### src/rtl/cs_decoder_pkg.sv
package cs_decoder_pkg;

  typedef struct packed {
    logic rd;
    logic wr;
    logic err;
  } cs_ctrl_t;

  // Two mask/compare terms can hit the same address only if they agree
  // on every bit that both of them compare.
  function automatic bit terms_collide(input logic [15:0] mask_a,
                                       input logic [15:0] cmp_a,
                                       input logic [15:0] mask_b,
                                       input logic [15:0] cmp_b);
    return (((cmp_a ^ cmp_b) & mask_a & mask_b) == 16'h0000);
  endfunction

endpackage

### src/rtl/cs_term_match.sv
module cs_term_match #(
  parameter int          AW    = 16,
  parameter logic [AW-1:0] MASK  = '0,
  parameter logic [AW-1:0] CMP   = '0,
  parameter bit          USED  = 1'b0
) (
  input  logic [AW-1:0] addr,
  output logic          hit
);

  generate
    if (USED) begin : g_used
      assign hit = ((addr & MASK) == (CMP & MASK));
    end else begin : g_unused
      assign hit = 1'b0;
    end
  endgenerate

endmodule

### src/rtl/cs_region.sv
module cs_region #(
  parameter int                 AW       = 16,
  parameter int                 NTERM    = 2,
  parameter logic [NTERM*AW-1:0] MASKS   = '0,
  parameter logic [NTERM*AW-1:0] CMPS    = '0,
  parameter logic [NTERM-1:0]    USED    = '0
) (
  input  logic [AW-1:0] addr,
  output logic          hit
);

  logic [NTERM-1:0] term_hit;

  for (genvar t = 0; t < NTERM; t++) begin : g_term
    cs_term_match #(
      .AW   (AW),
      .MASK (MASKS[t*AW +: AW]),
      .CMP  (CMPS[t*AW +: AW]),
      .USED (USED[t])
    ) u_term (
      .addr (addr),
      .hit  (term_hit[t])
    );
  end

  assign hit = |term_hit;

endmodule

### src/rtl/cs_bus_qual.sv
module cs_bus_qual
  import cs_decoder_pkg::*;
#(
  parameter int NREG = 8
) (
  input  logic [NREG-1:0] region_hit,
  input  logic            strobe,
  input  logic            rw,
  output logic [NREG-1:0] cs_d,
  output cs_ctrl_t        ctrl_d
);

  logic any_hit;

  always_comb begin
    any_hit    = |region_hit;
    cs_d       = strobe ? region_hit : '0;
    ctrl_d.rd  = strobe &  rw & any_hit;
    ctrl_d.wr  = strobe & ~rw & any_hit;
    ctrl_d.err = strobe & ~any_hit;
  end

endmodule

### src/rtl/cs_rst_sync.sv
module cs_rst_sync #(
  parameter int STAGES = 2
) (
  input  logic clk,
  input  logic rst_n,
  output logic rst_n_sync
);

  logic [STAGES-1:0] sync_q;
  logic [STAGES-1:0] sync_d;

  always_comb begin
    sync_d = {sync_q[STAGES-2:0], 1'b1};
  end

  always_ff @(posedge clk or negedge rst_n) begin
    if (!rst_n) begin
      sync_q <= '0;
    end else begin
      sync_q <= sync_d;
    end
  end

  assign rst_n_sync = sync_q[STAGES-1];

endmodule

### src/rtl/cs_out_reg.sv
module cs_out_reg
  import cs_decoder_pkg::*;
#(
  parameter int NREG = 8
) (
  input  logic            clk,
  input  logic            rst_n,
  input  logic            en,
  input  logic [NREG-1:0] cs_d,
  input  cs_ctrl_t        ctrl_d,
  output logic [NREG-1:0] cs_q,
  output cs_ctrl_t        ctrl_q
);

  logic [NREG-1:0] cs_nxt;
  cs_ctrl_t        ctrl_nxt;

  always_comb begin
    cs_nxt   = cs_q;
    ctrl_nxt = ctrl_q;
    if (en) begin
      cs_nxt   = cs_d;
      ctrl_nxt = ctrl_d;
    end
  end

  always_ff @(posedge clk or negedge rst_n) begin
    if (!rst_n) begin
      cs_q   <= '0;
      ctrl_q <= '0;
    end else begin
      cs_q   <= cs_nxt;
      ctrl_q <= ctrl_nxt;
    end
  end

endmodule

### src/rtl/cs_decoder.sv
module cs_decoder
  import cs_decoder_pkg::*;
#(
  parameter int AW    = 16,
  parameter int NREG  = 8,
  parameter int NTERM = 2,
  // term k = region*NTERM + t occupies bits [k*AW +: AW]
  parameter logic [NREG*NTERM*AW-1:0] TERM_MASK = {
    16'h0000, 16'hC000,   // region 7: ROM
    16'hC000, 16'hE000,   // region 6: 0x8000-0xBFFF | 0x6000-0x7FFF
    16'h0000, 16'hFFFF,   // region 5: single I/O
    16'h0000, 16'hFFFF,   // region 4: output port
    16'h0000, 16'hFFFF,   // region 3: input port
    16'h0000, 16'hFC00,   // region 2: 1 KB RAM
    16'hE000, 16'hF000,   // region 1: 0x2000-0x3FFF | 0x1000-0x1FFF
    16'h0000, 16'hF000    // region 0: 4 KB RAM
  },
  parameter logic [NREG*NTERM*AW-1:0] TERM_CMP = {
    16'h0000, 16'hC000,
    16'h8000, 16'h6000,
    16'h0000, 16'h5500,
    16'h0000, 16'h5001,
    16'h0000, 16'h5000,
    16'h0000, 16'h4000,
    16'h2000, 16'h1000,
    16'h0000, 16'h0000
  },
  parameter logic [NREG*NTERM-1:0] TERM_USED = 16'b01_11_01_01_01_01_11_01
) (
  input  logic            clk,
  input  logic            rst_n,
  input  logic [AW-1:0]   addr_i,
  input  logic            strobe_i,
  input  logic            rw_i,
  output logic [NREG-1:0] cs_o,
  output logic            rd_en_o,
  output logic            wr_en_o,
  output logic            bus_err_o
);

  localparam int NTOT = NREG * NTERM;

  // Count pairs of live terms from different regions that can collide.
  function automatic int count_collisions();
    int n;
    n = 0;
    for (int a = 0; a < NTOT; a++) begin
      for (int b = a + 1; b < NTOT; b++) begin
        if (TERM_USED[a] && TERM_USED[b] && ((a / NTERM) != (b / NTERM))) begin
          if (terms_collide(TERM_MASK[a*AW +: 16], TERM_CMP[a*AW +: 16],
                            TERM_MASK[b*AW +: 16], TERM_CMP[b*AW +: 16])) begin
            n++;
          end
        end
      end
    end
    return n;
  endfunction

  localparam int COLLISIONS = count_collisions();

  generate
    if (AW != 16) begin : g_bad_width
      $error("cs_decoder: address width must be 16");
    end
    if (COLLISIONS != 0) begin : g_bad_map
      $error("cs_decoder: region map has overlapping regions");
    end
  endgenerate

  logic            rst_n_sync;
  logic [NREG-1:0] region_hit;
  logic [NREG-1:0] cs_d;
  logic [NREG-1:0] cs_q;
  cs_ctrl_t        ctrl_d;
  cs_ctrl_t        ctrl_q;

  cs_rst_sync #(.STAGES(2)) u_rst_sync (
    .clk        (clk),
    .rst_n      (rst_n),
    .rst_n_sync (rst_n_sync)
  );

  for (genvar r = 0; r < NREG; r++) begin : g_region
    cs_region #(
      .AW    (AW),
      .NTERM (NTERM),
      .MASKS (TERM_MASK[r*NTERM*AW +: NTERM*AW]),
      .CMPS  (TERM_CMP[r*NTERM*AW +: NTERM*AW]),
      .USED  (TERM_USED[r*NTERM +: NTERM])
    ) u_region (
      .addr (addr_i),
      .hit  (region_hit[r])
    );
  end

  cs_bus_qual #(.NREG(NREG)) u_qual (
    .region_hit (region_hit),
    .strobe     (strobe_i),
    .rw         (rw_i),
    .cs_d       (cs_d),
    .ctrl_d     (ctrl_d)
  );

  cs_out_reg #(.NREG(NREG)) u_out (
    .clk    (clk),
    .rst_n  (rst_n_sync),
    .en     (1'b1),
    .cs_d   (cs_d),
    .ctrl_d (ctrl_d),
    .cs_q   (cs_q),
    .ctrl_q (ctrl_q)
  );

  assign cs_o      = cs_q;
  assign rd_en_o   = ctrl_q.rd;
  assign wr_en_o   = ctrl_q.wr;
  assign bus_err_o = ctrl_q.err;

endmodule

### config.mk
export PLATFORM = sky130hd
export DESIGN_NAME = cs_decoder
export DESIGN_NICKNAME = d
export VERILOG_FILES = /design/src/rtl/cs_decoder_pkg.sv /design/src/rtl/cs_term_match.sv /design/src/rtl/cs_region.sv /design/src/rtl/cs_bus_qual.sv /design/src/rtl/cs_rst_sync.sv /design/src/rtl/cs_out_reg.sv /design/src/rtl/cs_decoder.sv
export SDC_FILE = /design/constraint.sdc
export NUM_CORES = 1
export LEC_CHECK = 0
export ABC_AREA = 1
export BUFFER_PORTS_ARGS = -buffer_cell sky130_fd_sc_hd__buf_2
export CORE_MARGIN = 1
export CORE_UTILIZATION = 41
export CTS_BUF_LIST = sky130_fd_sc_hd__clkbuf_16
export CTS_CLUSTER_SIZE = 24
export DETAILED_ROUTE_END_ITERATION = 10
export PLACE_DENSITY = 0.75
export SLEW_MARGIN = 20
export SYNTH_ARGS = -nofsm -noshare
export SYNTH_HDL_FRONTEND = slang
export SYNTH_SLANG_ARGS = --single-unit
### constraint.sdc
create_clock -name clk -period 0.8 [get_ports clk]
set_clock_uncertainty 0.1 [all_clocks]
set_input_delay 0.12 -clock clk [delete_from_list [all_inputs] [get_ports clk]]
set_output_delay 0.12 -clock clk [all_outputs]
set_load 0.01 [all_outputs]
Yosys cells after proc, flatten, opt, wreduce, memory -nomap -nowiden

Index checks and enable logic that the tools add are counted.

Multiplexer cells: 1
Reductions and logical operators: 4
Bitwise operators: 7
Add/sub/neg operators: 0
Eq/ne operators: 9
Divide/modulo/power cells: 0
Magnitude comparators: 0
Shift operators: 0
$mul: 0

Operators with widths:

| cell                 | number |
|---|---|
| $eq 16x15->1 const B | 3 |
| $logic_not 16->1     | 1 |
| $reduce_or 10->1     | 1 |
| $mux 8               | 1 |
| $eq 6x5->1 const B   | 1 |
| $and 1x1->1          | 5 |
| $eq 2x2->1 const B   | 2 |
| $eq 4x1->1 const B   | 1 |
| $reduce_or 2->1      | 2 |
| $eq 3x1->1 const B   | 1 |
| $eq 3x2->1 const B   | 1 |
| $not 1->1            | 2 |

Flip-flop bits (word level): 13
ROM bits: 0
Memory bits (writable): 0
Bits in latches: 0
Input bits: 20
Memories kept: 0
Logic and storage cells: 26
Output and inout bits: 11

Longest topological paths before layout

Gate-level depths: netlist of the first run.

Depth after elaboration: 4
Gate-level depth with buffers: 8
Depth with buffers taken out: 8

Cells and area by module

Synthesis of the first run repeated with hierarchy kept, for this count alone.

Cells, all modules: 229
Area total of the unflattened synthesis: 1191.1 µm²

By module, submodules not included:

| module                                                    | sequential area each (µm²) | area each (µm²) | times used | cells each |
|---|---|---|---|---|
| cs_out_reg                                                | 275.3                      | 421.7           | 1          | 47 |
| cs_bus_qual                                               | 0.0                        | 123.9           | 1          | 30 |
| cs_term_match (g_region[3].u_region.g_term[0].u_term)     | 0.0                        | 108.9           | 1          | 29 |
| cs_term_match (g_region[4].u_region.g_term[0].u_term)     | 0.0                        | 105.1           | 1          | 28 |
| cs_term_match (g_region[5].u_region.g_term[0].u_term)     | 0.0                        | 101.3           | 1          | 27 |
| cs_region                                                 | 0.0                        | 11.3            | 8          | 3 |
| cs_term_match (g_region[0].u_region.g_term[1].u_term ...) | 0.0                        | 11.3            | 6          | 2 |
| cs_rst_sync                                               | 50.0                       | 53.8            | 1          | 3 |
| cs_term_match (g_region[0].u_region.g_term[0].u_term)     | 0.0                        | 26.3            | 1          | 7 |
| cs_term_match (g_region[2].u_region.g_term[0].u_term)     | 0.0                        | 25.0            | 1          | 6 |
| cs_term_match (g_region[1].u_region.g_term[0].u_term)     | 0.0                        | 22.5            | 1          | 6 |
| cs_term_match (g_region[6].u_region.g_term[0].u_term ...) | 0.0                        | 10.0            | 2          | 2 |
| cs_term_match (g_region[1].u_region.g_term[1].u_term)     | 0.0                        | 13.8            | 1          | 3 |
| cs_term_match (g_region[7].u_region.g_term[0].u_term)     | 0.0                        | 7.5             | 1          | 2 |
| cs_decoder                                                | 0.0                        | 3.8             | 1          | 1 |

Least setup slack after synthesis of the first run

Ideal clock, no wire load.

Path kind: in2reg
Start point: input port addr_i[11]
End point: register, netlist name u_out.ctrl_q[1]
Data required time: 0.629 ns
Setup slack: -0.074 ns
Buffers on the path: 0
Arrival: 0.702 ns
Library setup time: 0.071 ns
Cell stages on the path: 7
Path through: nor2_1 -> nand2_1 -> nor2_2 -> nand2_1 -> nand2_2 -> nor2_1 -> nor2_1

RTL lines:

| what        | RTL line         | text |
|---|---|---|
| from (decl) | cs_decoder.sv:32 | `input logic [AW-1:0] addr_i,` |

Final worst setup path of the first run

Start point: register u_out.cs_q[0]
End point: output port cs_o[0]

RTL lines:

| what                   | RTL line         | text |
|---|---|---|
| from (decl)            | cs_out_reg.sv:11 | `output logic [NREG-1:0] cs_q,` |
| from (signal assigned) | cs_out_reg.sv:32 | `cs_q <= cs_nxt;` |
| to (decl)              | cs_decoder.sv:35 | `output logic [NREG-1:0] cs_o,` |

No word-level cell between the ends.

==> qor.txt, run 1 <==
Power Total = 1.86 mW
Via-to-Cell Ratio = 4.84
Worst setup SP type = register
Standard-cell rows = 13
Top post-synthesis cells by area = dfrtp_1, nor2_1, nand2_1
TritonCTS sink count = 13
Remaining antenna violation count after routing = 0
Final Max Tran Viols = 0
CTS tree = yes
Layout area overhead = 80.5%
Failing checks = setup timing
Nets = 138
GRT overflow = 0
Die ar. = 1530 um^2
Final Non-Filler Cells = 132
CTS Root Cell = clkbuf_16
Final Hold Fails = 0
Final setup viols = 13
Cell with the most instances after synthesis = nor2_1
Initial core utilization = 0.440
Total GRT Usage = 0.247
Vias in the first global route = 561
Hold crit path type = in2reg
Detailed Routing Iterations Pass 1 = 5
Worst Setup Slack, final = -0.150 ns
Lkg Pwr = 0.551 nW
PortBufs = 30
Cell Area, Placed = 817 um^2
Critical path class = reg2out
Fin Setup TNS = -1.58 ns
Io pins = 31
Mapped Avg Cell Area = 8.08 um^2
Worst-path fanout max = 1
Initial antenna violation count = 0
CP top delay family = flip-flops
Ant. Diodes = 0
Mapped Cells = 70
Status = complete, but fails checks
Hold_ws = 0.0306 ns
Data required, critical path = 0.58 ns
Final core utilization = 0.795
Netlist cell types = 13
Crit end category = output pin
Cells along the critical path = buf_6
# DRC = 0
Die height = 39.1 um
Mapped Area = 566 um^2
Worst-path clk slew = 0.04 ns
DR iter-0 viols = 3
Total of max-cap violations = 0
Dpl cells = 124
PD cells = 1820 nW/um^2
First-pass GRT wire length = 2.33 mm
CTS Buffer Depth = 2
Fin crit share = 1.19
Largest net degree at the start of global routing = 12
DIE WIDTH = 39.1 um
Max VDD drop = 961 uV
Yosys warning count = 0
Wirelength per Cell = 12.8 um
Post-synth top area share = 0.575
Yosys reg bits = 13
HPWL Detailed = 951 um
Fill cells = 89
Post-route minimum period = 0.950 ns
FMAX = 1.05 GHz
Gpl congestion = 0.808
# H-tree levels = 1
Clock latency on the worst-skew pair = 0.24 ns
Post-synth top area cell = dfrtp_1
Buf/Inv on CP = 1
RSZ-0062 raised after global routing = true
Design area = 1020 um^2
DRT Wirelength = 1.69 mm
Share of cells above drive strength 1 = 0.581
Synth cell count leaders = nor2_1, nand2_1, dfrtp_1
Sequential area share after synthesis = 0.575
Peak per-stage delay on the critical path = 0.37 ns
Place WS = -0.305 ns
CP Data Arrival Time = 0.73 ns
Via count = 639
Critical Path Slowest Stage Cell = dfrtp_1
CTS buffer count = 3
Ys async rst share = 1.00
Core Area = 1280 um^2
Top FF cell, synth = dfrtp_1
Syn Nets = 90
EDFF count, synth = 0
[layout make-up]
class | count | area, um^2 | area share
Clock buffer | 3 | 75.1 | 0.0735
Clock inverter | 1 | 3.75 | 0.00368
Inverter | 7 | 33.8 | 0.0331
Multi-Input combinational cell | 50 | 279 | 0.273
Sequential cell | 13 | 325 | 0.319
Tap cell | 15 | 18.8 | 0.0184
Timing Repair Buffer | 43 | 285 | 0.279
[cell families (layout without fill, tap and decap cells)]
family          after synthesis  in the layout  synth area share
compound gates                2              2            0.0177
flops                        13             13             0.575
simple gates                 47             47             0.354
other cells                   1              1           0.00663
buf+inv                       7             54            0.0465
[state kept, by name, indices dropped and copies added (netlist names)]
| name | count |
|---|---|
| u_rst_sync.sync_q | 2 |
| u_out.ctrl_q | 3 |
| u_out.cs_q | 8 |
[layout by cell type, fill, tap and decap left out, drive strengths merged]
cell type     n
buf          42
nand2        17
nor3          2
inv           8
dfrtp        13
dlygate4sd3   1
nor2         26
conb          1
a21oi         2
or2           1
clkbuf        3
nand3         1
[path summary, 6_finish.rpt]
| kind | endpoint | cells past startpoint | slack [ns] | from |
|---|---|---|---|---|
| worst max-delay path | cs_o[0] | 1 | -0.15 | u_out.cs_q[0] |
| worst min-delay path | u_out.cs_q[0] | 3 | 0.03 | addr_i[12] |
| worst max register to register | u_out.cs_q[5] | 0 | 0.22 | u_rst_sync.sync_q[1] |
| max in group asynchronous | u_out.cs_q[5] | 0 | 0.22 | u_rst_sync.sync_q[1] |
| worst min register to register | u_out.ctrl_q[0] | 0 | 0.08 | u_rst_sync.sync_q[1] |
| min in group asynchronous | u_out.ctrl_q[0] | 0 | 0.08 | u_rst_sync.sync_q[1] |
[power breakdown]
part	internal, mW	switching, mW
registers	0.679	0.0145
logic	0.129	0.122
clock network	0.657	0.256
[routing by layer]
layer	share of wire	up-vias	track usage
met3	0.053	8	0.0520
met4	0.037	0	0.181
met1	0.39	295	0.261
li1	-	302	-
met5	0	-	0
met2	0.52	34	0.425
[timing repair]
item | 4_1_cts | 5_1_grt
pin swaps | 4 | 10
setup buffers | 1 | 2
hold buffers | 1 | 0
hold endpoints to repair | 2 | 0
resized for setup | 4 | 22
endpoints found under the setup margin | 14 | 14
No activity file was read; power rests on OpenSTA's default activity.
==> inputs of run 2 (changes only) <==
Settings changed: CTS_BUF_LIST sky130_fd_sc_hd__clkbuf_16 to sky130_fd_sc_hd__clkbuf_4 sky130_fd_sc_hd__clkbuf_8 sky130_fd_sc_hd__clkbuf_16.
==> run 2 against run 1 <==
Compared with the run above: the flow finishes with violations (hold timing, setup timing); maximum frequency down 7.8%; global-route usage fell by 4.2 points; die area did not move; clock-buffer cell count up 1; clock power decreased by 50%; design area shrank 10%; sequential share of layout area increased by 3.7 points; sequential power decreased by 0.6%; wire length shrank 16%; worst hold slack worse by 0.032 ns; combinational power shrank 12%; core utilization down 8.2 points; critical endpoint unchanged; largest power group is now registers.
==> qor.txt, run 2 (synthesis results as in run 1) <==
Detailed Routing Iterations Pass 1 = 4 (was 5)
Design area = 916 um^2 (was 1020 um^2)
Max VDD drop = 744 uV (was 961 uV)
PortBufs = 30 (unchanged)
GR peak layer = met2 (unchanged)
Vias in the first global route = 519 (was 561)
Max reg flops = 8 (unchanged)
Buf/Inv on CP = 1 (unchanged)
Total GRT Usage = 0.205 (was 0.247)
CTS tree = yes (unchanged)
Initial core utilization = 0.440 (unchanged)
# H-tree levels = 1 (unchanged)
Nets = 136 (was 138)
Hold_buf cts = 1 (unchanged)
Io pins = 31 (unchanged)
Fin Setup TNS = -2.18 ns (was -1.58 ns)
Critical Path Slowest Stage Cell = dfrtp_1 (unchanged)
DR iter-0 viols = 7 (was 3)
Final setup viols = 11 (was 13)
Dpl cells = 124 (unchanged)
Peak per-stage delay on the critical path = 0.40 ns (was 0.37 ns)
DRT Wirelength = 1.41 mm (was 1.69 mm)
First-pass GRT wire length = 1.98 mm (was 2.33 mm)
Lkg Pwr = 0.512 nW (was 0.551 nW)
Worst-path fanout max = 1 (unchanged)
Hold crit path type = in2reg (unchanged)
TritonCTS sink count = 13 (unchanged)
Status = complete, but fails checks (unchanged)
Fin crit share = 1.29 (was 1.19)
Crit end category = output pin (unchanged)
Worst Setup Slack, final = -0.231 ns (was -0.150 ns)
Final core utilization = 0.713 (was 0.795)
Via count = 617 (was 639)
Layout area overhead = 61.9% (was 80.5%)
Worst setup SP type = register (unchanged)
Standard-cell rows = 13 (unchanged)
Grt met1 use = 0.204 (was 0.261)
RSZ-0062 raised after global routing = true (unchanged)
GRT overflow = 0 (unchanged)
Routing usage on met2 = 0.358 (was 0.425)
Largest net degree at the start of global routing = 12 (unchanged)
Met3 Use GR = 0.0520 (unchanged)
FMAX = 0.970 GHz (was 1.05 GHz)
CTS buffer count = 3 (unchanged)
Initial antenna violation count = 0 (unchanged)
Critical path class = reg2out (unchanged)
Fill cells = 103 (was 89)
Commonest non-fill, non-tap cells in the layout = buf_2, nor2_1, dfrtp_1 (unchanged)
Die ar. = 1530 um^2 (unchanged)
Cells along the critical path = buf_6 (unchanged)
Clock latency on the worst-skew pair = 0.28 ns (was 0.24 ns)
Biggest regs = u_out.cs_q x8, u_out.ctrl_q x3, u_rst_sync.sync_q x2 (unchanged)
Die height = 39.1 um (unchanged)
Worst-path clk slew = 0.09 ns (was 0.04 ns)
Ant. Diodes = 0 (unchanged)
Commonest non-fill, non-tap cell in the layout = buf_2 (unchanged)
CP Data Arrival Time = 0.81 ns (was 0.73 ns)
Total of max-cap violations = 0 (unchanged)
Via-to-Cell Ratio = 4.75 (was 4.84)
HPWL Detailed = 951 um (unchanged)
Gpl congestion = 0.808 (unchanged)
Core Area = 1280 um^2 (unchanged)
PD cells = 1490 nW/um^2 (was 1820 nW/um^2)
Hold_ws = -0.00186 ns (was 0.0306 ns)
CTS Root Cell = clkbuf_4 (was clkbuf_16)
Final Non-Filler Cells = 130 (was 132)
# DRC = 0 (unchanged)
Failing checks = hold timing, setup timing (was setup timing)
CP top delay family = flip-flops (unchanged)
Remaining antenna violation count after routing = 0 (unchanged)
Wirelength per Cell = 10.9 um (was 12.8 um)
Post-route minimum period = 1.03 ns (was 0.950 ns)
Cell Area, Placed = 817 um^2 (unchanged)
Data required, critical path = 0.58 ns (about the same)
Final Hold Fails = 1 (was 0)
Reg with most FFs = u_out.cs_q (unchanged)
Share of cells above drive strength 1 = 0.548 (was 0.581)
CTS Buffer Depth = 2 (unchanged)
Final Max Tran Viols = 0 (unchanged)
DIE WIDTH = 39.1 um (unchanged)
## run 2: cell types whose count changed in the layout (fill, tap and decap cells not counted), moves of 2 or more
cell,change
clkbuf_4,+4
nor2_1,+4
buf_2,+3
buf_6,-3
clkbuf_16,-3
buf_4,-2
nor2_2,-2
nor2_4,-2
## run 2: through the flow
stage	worst slack (ns)	power, mW
after floorplan	-0.0405	0.769
after global placement	-0.260	0.884
after detailed placement	-0.305	0.892
after CTS	-0.218	1.34
after global routing	-0.258	1.42
final	-0.231	1.36
## run 2: per-layer routing
layer,vias up,wire length (um)
met5,-,0
met4,0,42
met3,4,97
met2,32,717
met1,284,557
li1,297,-
## run 2: power breakdown
group | total, mW | switching, mW | internal [mW]
Sequential | 0.690 | 0.0142 | 0.675
Clock | 0.454 | 0.227 | 0.228
Combinational | 0.221 | 0.108 | 0.113
## run 2: path summary, 6_finish.rpt
kind | endpoint | cells after the start | slack, ns | from
worst max-delay path | cs_o[0] | 1 | -0.23 | u_out.cs_q[0]
worst max register to register | u_out.ctrl_q[2] | 0 | 0.20 | u_rst_sync.sync_q[1]
min in group asynchronous | u_rst_sync.sync_q[1] | 2 | 0.04 | rst_n
worst min-delay path | u_out.cs_q[6] | 4 | -0.002 | addr_i[14]
max in group asynchronous | u_out.ctrl_q[2] | 0 | 0.20 | u_rst_sync.sync_q[1]
worst min register to register | u_out.cs_q[1] | 0 | 0.08 | u_rst_sync.sync_q[1]
## run 2: timing repair
item,in CTS,in global routing
setup buffers,0,1
pin swaps,0,8
gates resized for setup,1,14
hold endpoints to repair,3,1
setup endpoints to repair,13,14
## run 2: layout make-up
class,instances,area [um^2],area share
Multi-Input combinational cell,50,256,0.280
Sequential cell,13,325,0.355
Clock buffer,4,30.0,0.0328
Tap cell,15,18.8,0.0205
Timing Repair Buffer,41,251,0.275
Inverter,7,33.8,0.0369
==> inputs of run 3 (changes only) <==
Settings changed: CORE_UTILIZATION 41 to 37, PLACE_DENSITY 0.75 to 0.71.
Clock period 0.8 ns to 0.9 ns, I/O delays scaled along.
==> run 3 against run 2 <==
Compared with the run above: the run ends with setup timing left; sequential power shrank 11%; non-clock buffer count shrank 1; worst hold slack gained 0.022 ns; power shrank 16%; wire length shrank 20%; via count shrank 8.6%; die area grew 10%; cell count shrank 0.77%; first-iteration DRC count grew to 2.6 times the previous value.
==> qor.txt, run 3 (synthesis results as in run 1) <==
Via-to-Cell Ratio = 4.37 (was 4.75)
Worst-path clk slew = 0.07 ns (was 0.09 ns)
Initial core utilization = 0.414 (was 0.440)
Share of cells above drive strength 1 = 0.430 (was 0.548)
Worst setup SP type = register (unchanged)
CP top delay family = flip-flops (unchanged)
Worst-path fanout max = 1 (unchanged)
Critical Path Slowest Stage Cell = dfrtp_1 (unchanged)
Final Hold Fails = 0 (was 1)
# DRC = 0 (unchanged)
Data required, critical path = 0.66 ns (was 0.58 ns)
Final Max Tran Viols = 0 (unchanged)
Final Non-Filler Cells = 129 (was 130)
Crit end category = output pin (unchanged)
Fin crit share = 1.10
Hold crit path type = in2reg (unchanged)
Io pins = 31 (unchanged)
First-pass GRT wire length = 1.74 mm (was 1.98 mm)
Remaining antenna violation count after routing = 0 (unchanged)
DR iter-0 viols = 18 (was 7)
Commonest non-fill, non-tap cell in the layout = buf_2 (unchanged)
Commonest non-fill, non-tap cells in the layout = buf_2, nor2_1, nand2_1 (was buf_2, nor2_1, dfrtp_1)
CTS tree = yes (unchanged)
Standard-cell rows = 13 (unchanged)
Peak per-stage delay on the critical path = 0.36 ns (was 0.40 ns)
Failing checks = setup timing (was hold timing, setup timing)
Status = complete, but fails checks (unchanged)
Area taken by multi-input logic gates = 216 um^2 (was 256 um^2)
Largest net degree at the start of global routing = 12 (unchanged)
PD cells = 1340 nW/um^2 (was 1490 nW/um^2)
DRT Wirelength = 1.14 mm (was 1.41 mm)
DIE WIDTH = 41.1 um (was 39.1 um)
CP Data Arrival Time = 0.76 ns (was 0.81 ns)
Lkg Pwr = 0.492 nW (was 0.512 nW)
Cells along the critical path = buf_2 (was buf_6)
FMAX = 1.01 GHz
Clock latency on the worst-skew pair = 0.26 ns (was 0.28 ns)
Final setup viols = 11 (unchanged)
Flop2flop setup slack = 0.32 ns (was 0.20 ns)
Buf/Inv on CP = 1 (unchanged)
Ant. Diodes = 0 (unchanged)
Core Area = 1370 um^2 (was 1280 um^2)
Max reg flops = 8 (unchanged)
Fill cells = 125 (was 103)
Register area = 325 um^2 (unchanged)
Total of max-cap violations = 0 (unchanged)
TritonCTS sink count = 13 (unchanged)
Post-CTS setup buffers = 0 (unchanged)
Total GRT Usage = 0.165 (was 0.205)
# H-tree levels = 1 (unchanged)
Detailed Routing Iterations Pass 1 = 4 (unchanged)
Worst Setup Slack, final = -0.0910 ns (was -0.231 ns)
Biggest regs = u_out.cs_q x8, u_out.ctrl_q x3, u_rst_sync.sync_q x2 (unchanged)
CTS Buffer Depth = 2 (unchanged)
Design area = 856 um^2 (was 916 um^2)
PortBufs = 30 (unchanged)
CTS buffer count = 3 (unchanged)
RSZ-0062 raised after global routing = true (unchanged)
Reg with most FFs = u_out.cs_q (unchanged)
Wirelength per Cell = 8.80 um (was 10.9 um)
Max VDD drop = 592 uV (was 744 uV)
Cell Area, Placed = 787 um^2 (was 817 um^2)
GRT overflow = 0 (unchanged)
Via count = 564 (was 617)
Die ar. = 1690 um^2 (was 1530 um^2)
Layout area overhead = 51.3% (was 61.9%)
Post-route minimum period = 0.991 ns
Critical path class = reg2out (unchanged)
CTS Root Cell = clkbuf_4 (unchanged)
Nets = 135 (was 136)
Die height = 41.1 um (was 39.1 um)
Gpl congestion = 0.766 (was 0.808)
Dpl cells = 122 (was 124)
Vias in the first global route = 446 (was 519)
Initial antenna violation count = 0 (unchanged)
-- run 3: cell types whose count changed in the layout (fill, tap and decap cells not counted), moves of 3 or more --
| cell | before | now |
|---|---|---|
| nand2_1 | 10 | 15 |
| nand2_2 | 7 | 2 |
| nor2_1 | 17 | 22 |
| buf_4 | 10 | 7 |
| nor2_4 | 4 | 1 |
-- run 3: metal layers --
metal | GRT usage | part of all wire | vias up
met5 | 0 | 0 | -
met4 | 0.145 | 0.024 | 0
met3 | 0.0272 | 0.10 | 2
met2 | 0.262 | 0.44 | 29
met1 | 0.188 | 0.44 | 235
li1 | - | - | 298
-- run 3: worst paths after layout --
path	to	from	cells after the start
max	cs_o[5]	u_out.cs_q[5]	1
min	u_out.ctrl_q[1]	rw_i	3
max reg2reg	u_rst_sync.sync_q[1]	u_rst_sync.sync_q[0]	0
min reg2reg	u_out.ctrl_q[2]	u_rst_sync.sync_q[1]	0
max in group asynchronous	u_out.ctrl_q[1]	u_rst_sync.sync_q[1]	0
min in group asynchronous	u_out.ctrl_q[2]	u_rst_sync.sync_q[1]	0
-- run 3: where the power goes --
group          internal (mW)  switching, mW
clock network          0.201          0.166
registers              0.600         0.0117
logic                 0.0868         0.0780
total                  0.888          0.256
-- run 3: layout make-up --
cell class | count | share of cell area
timing repair buffer | 40 | 0.279
inverter | 7 | 0.0307
sequential | 13 | 0.380
clock buffer | 4 | 0.0351
tap | 15 | 0.0219
multi-input combinational | 50 | 0.253
-- run 3: timing repair --
action                     CTS  global route
hold buffers                 3             0
gates resized for setup      0             2
hold endpoints to repair     3             0
setup endpoints to repair   11            12
-- run 3: through the flow --
stage          utilization  power (mW)  worst slack [ns]  hold slack, ns  setup TNS (ns)
2_1_floorplan            -       0.680            0.0112          -0.261               0
3_3_place_gp         0.576       0.773            -0.139          -0.180          -0.449
3_5_place_dp         0.576       0.775            -0.150          -0.178          -0.517
4_1_cts              0.620        1.15            -0.101         0.00747           -1.03
5_1_grt              0.626        1.21            -0.144         0.00789           -1.37
6_report             0.626        1.14           -0.0910          0.0203          -0.929
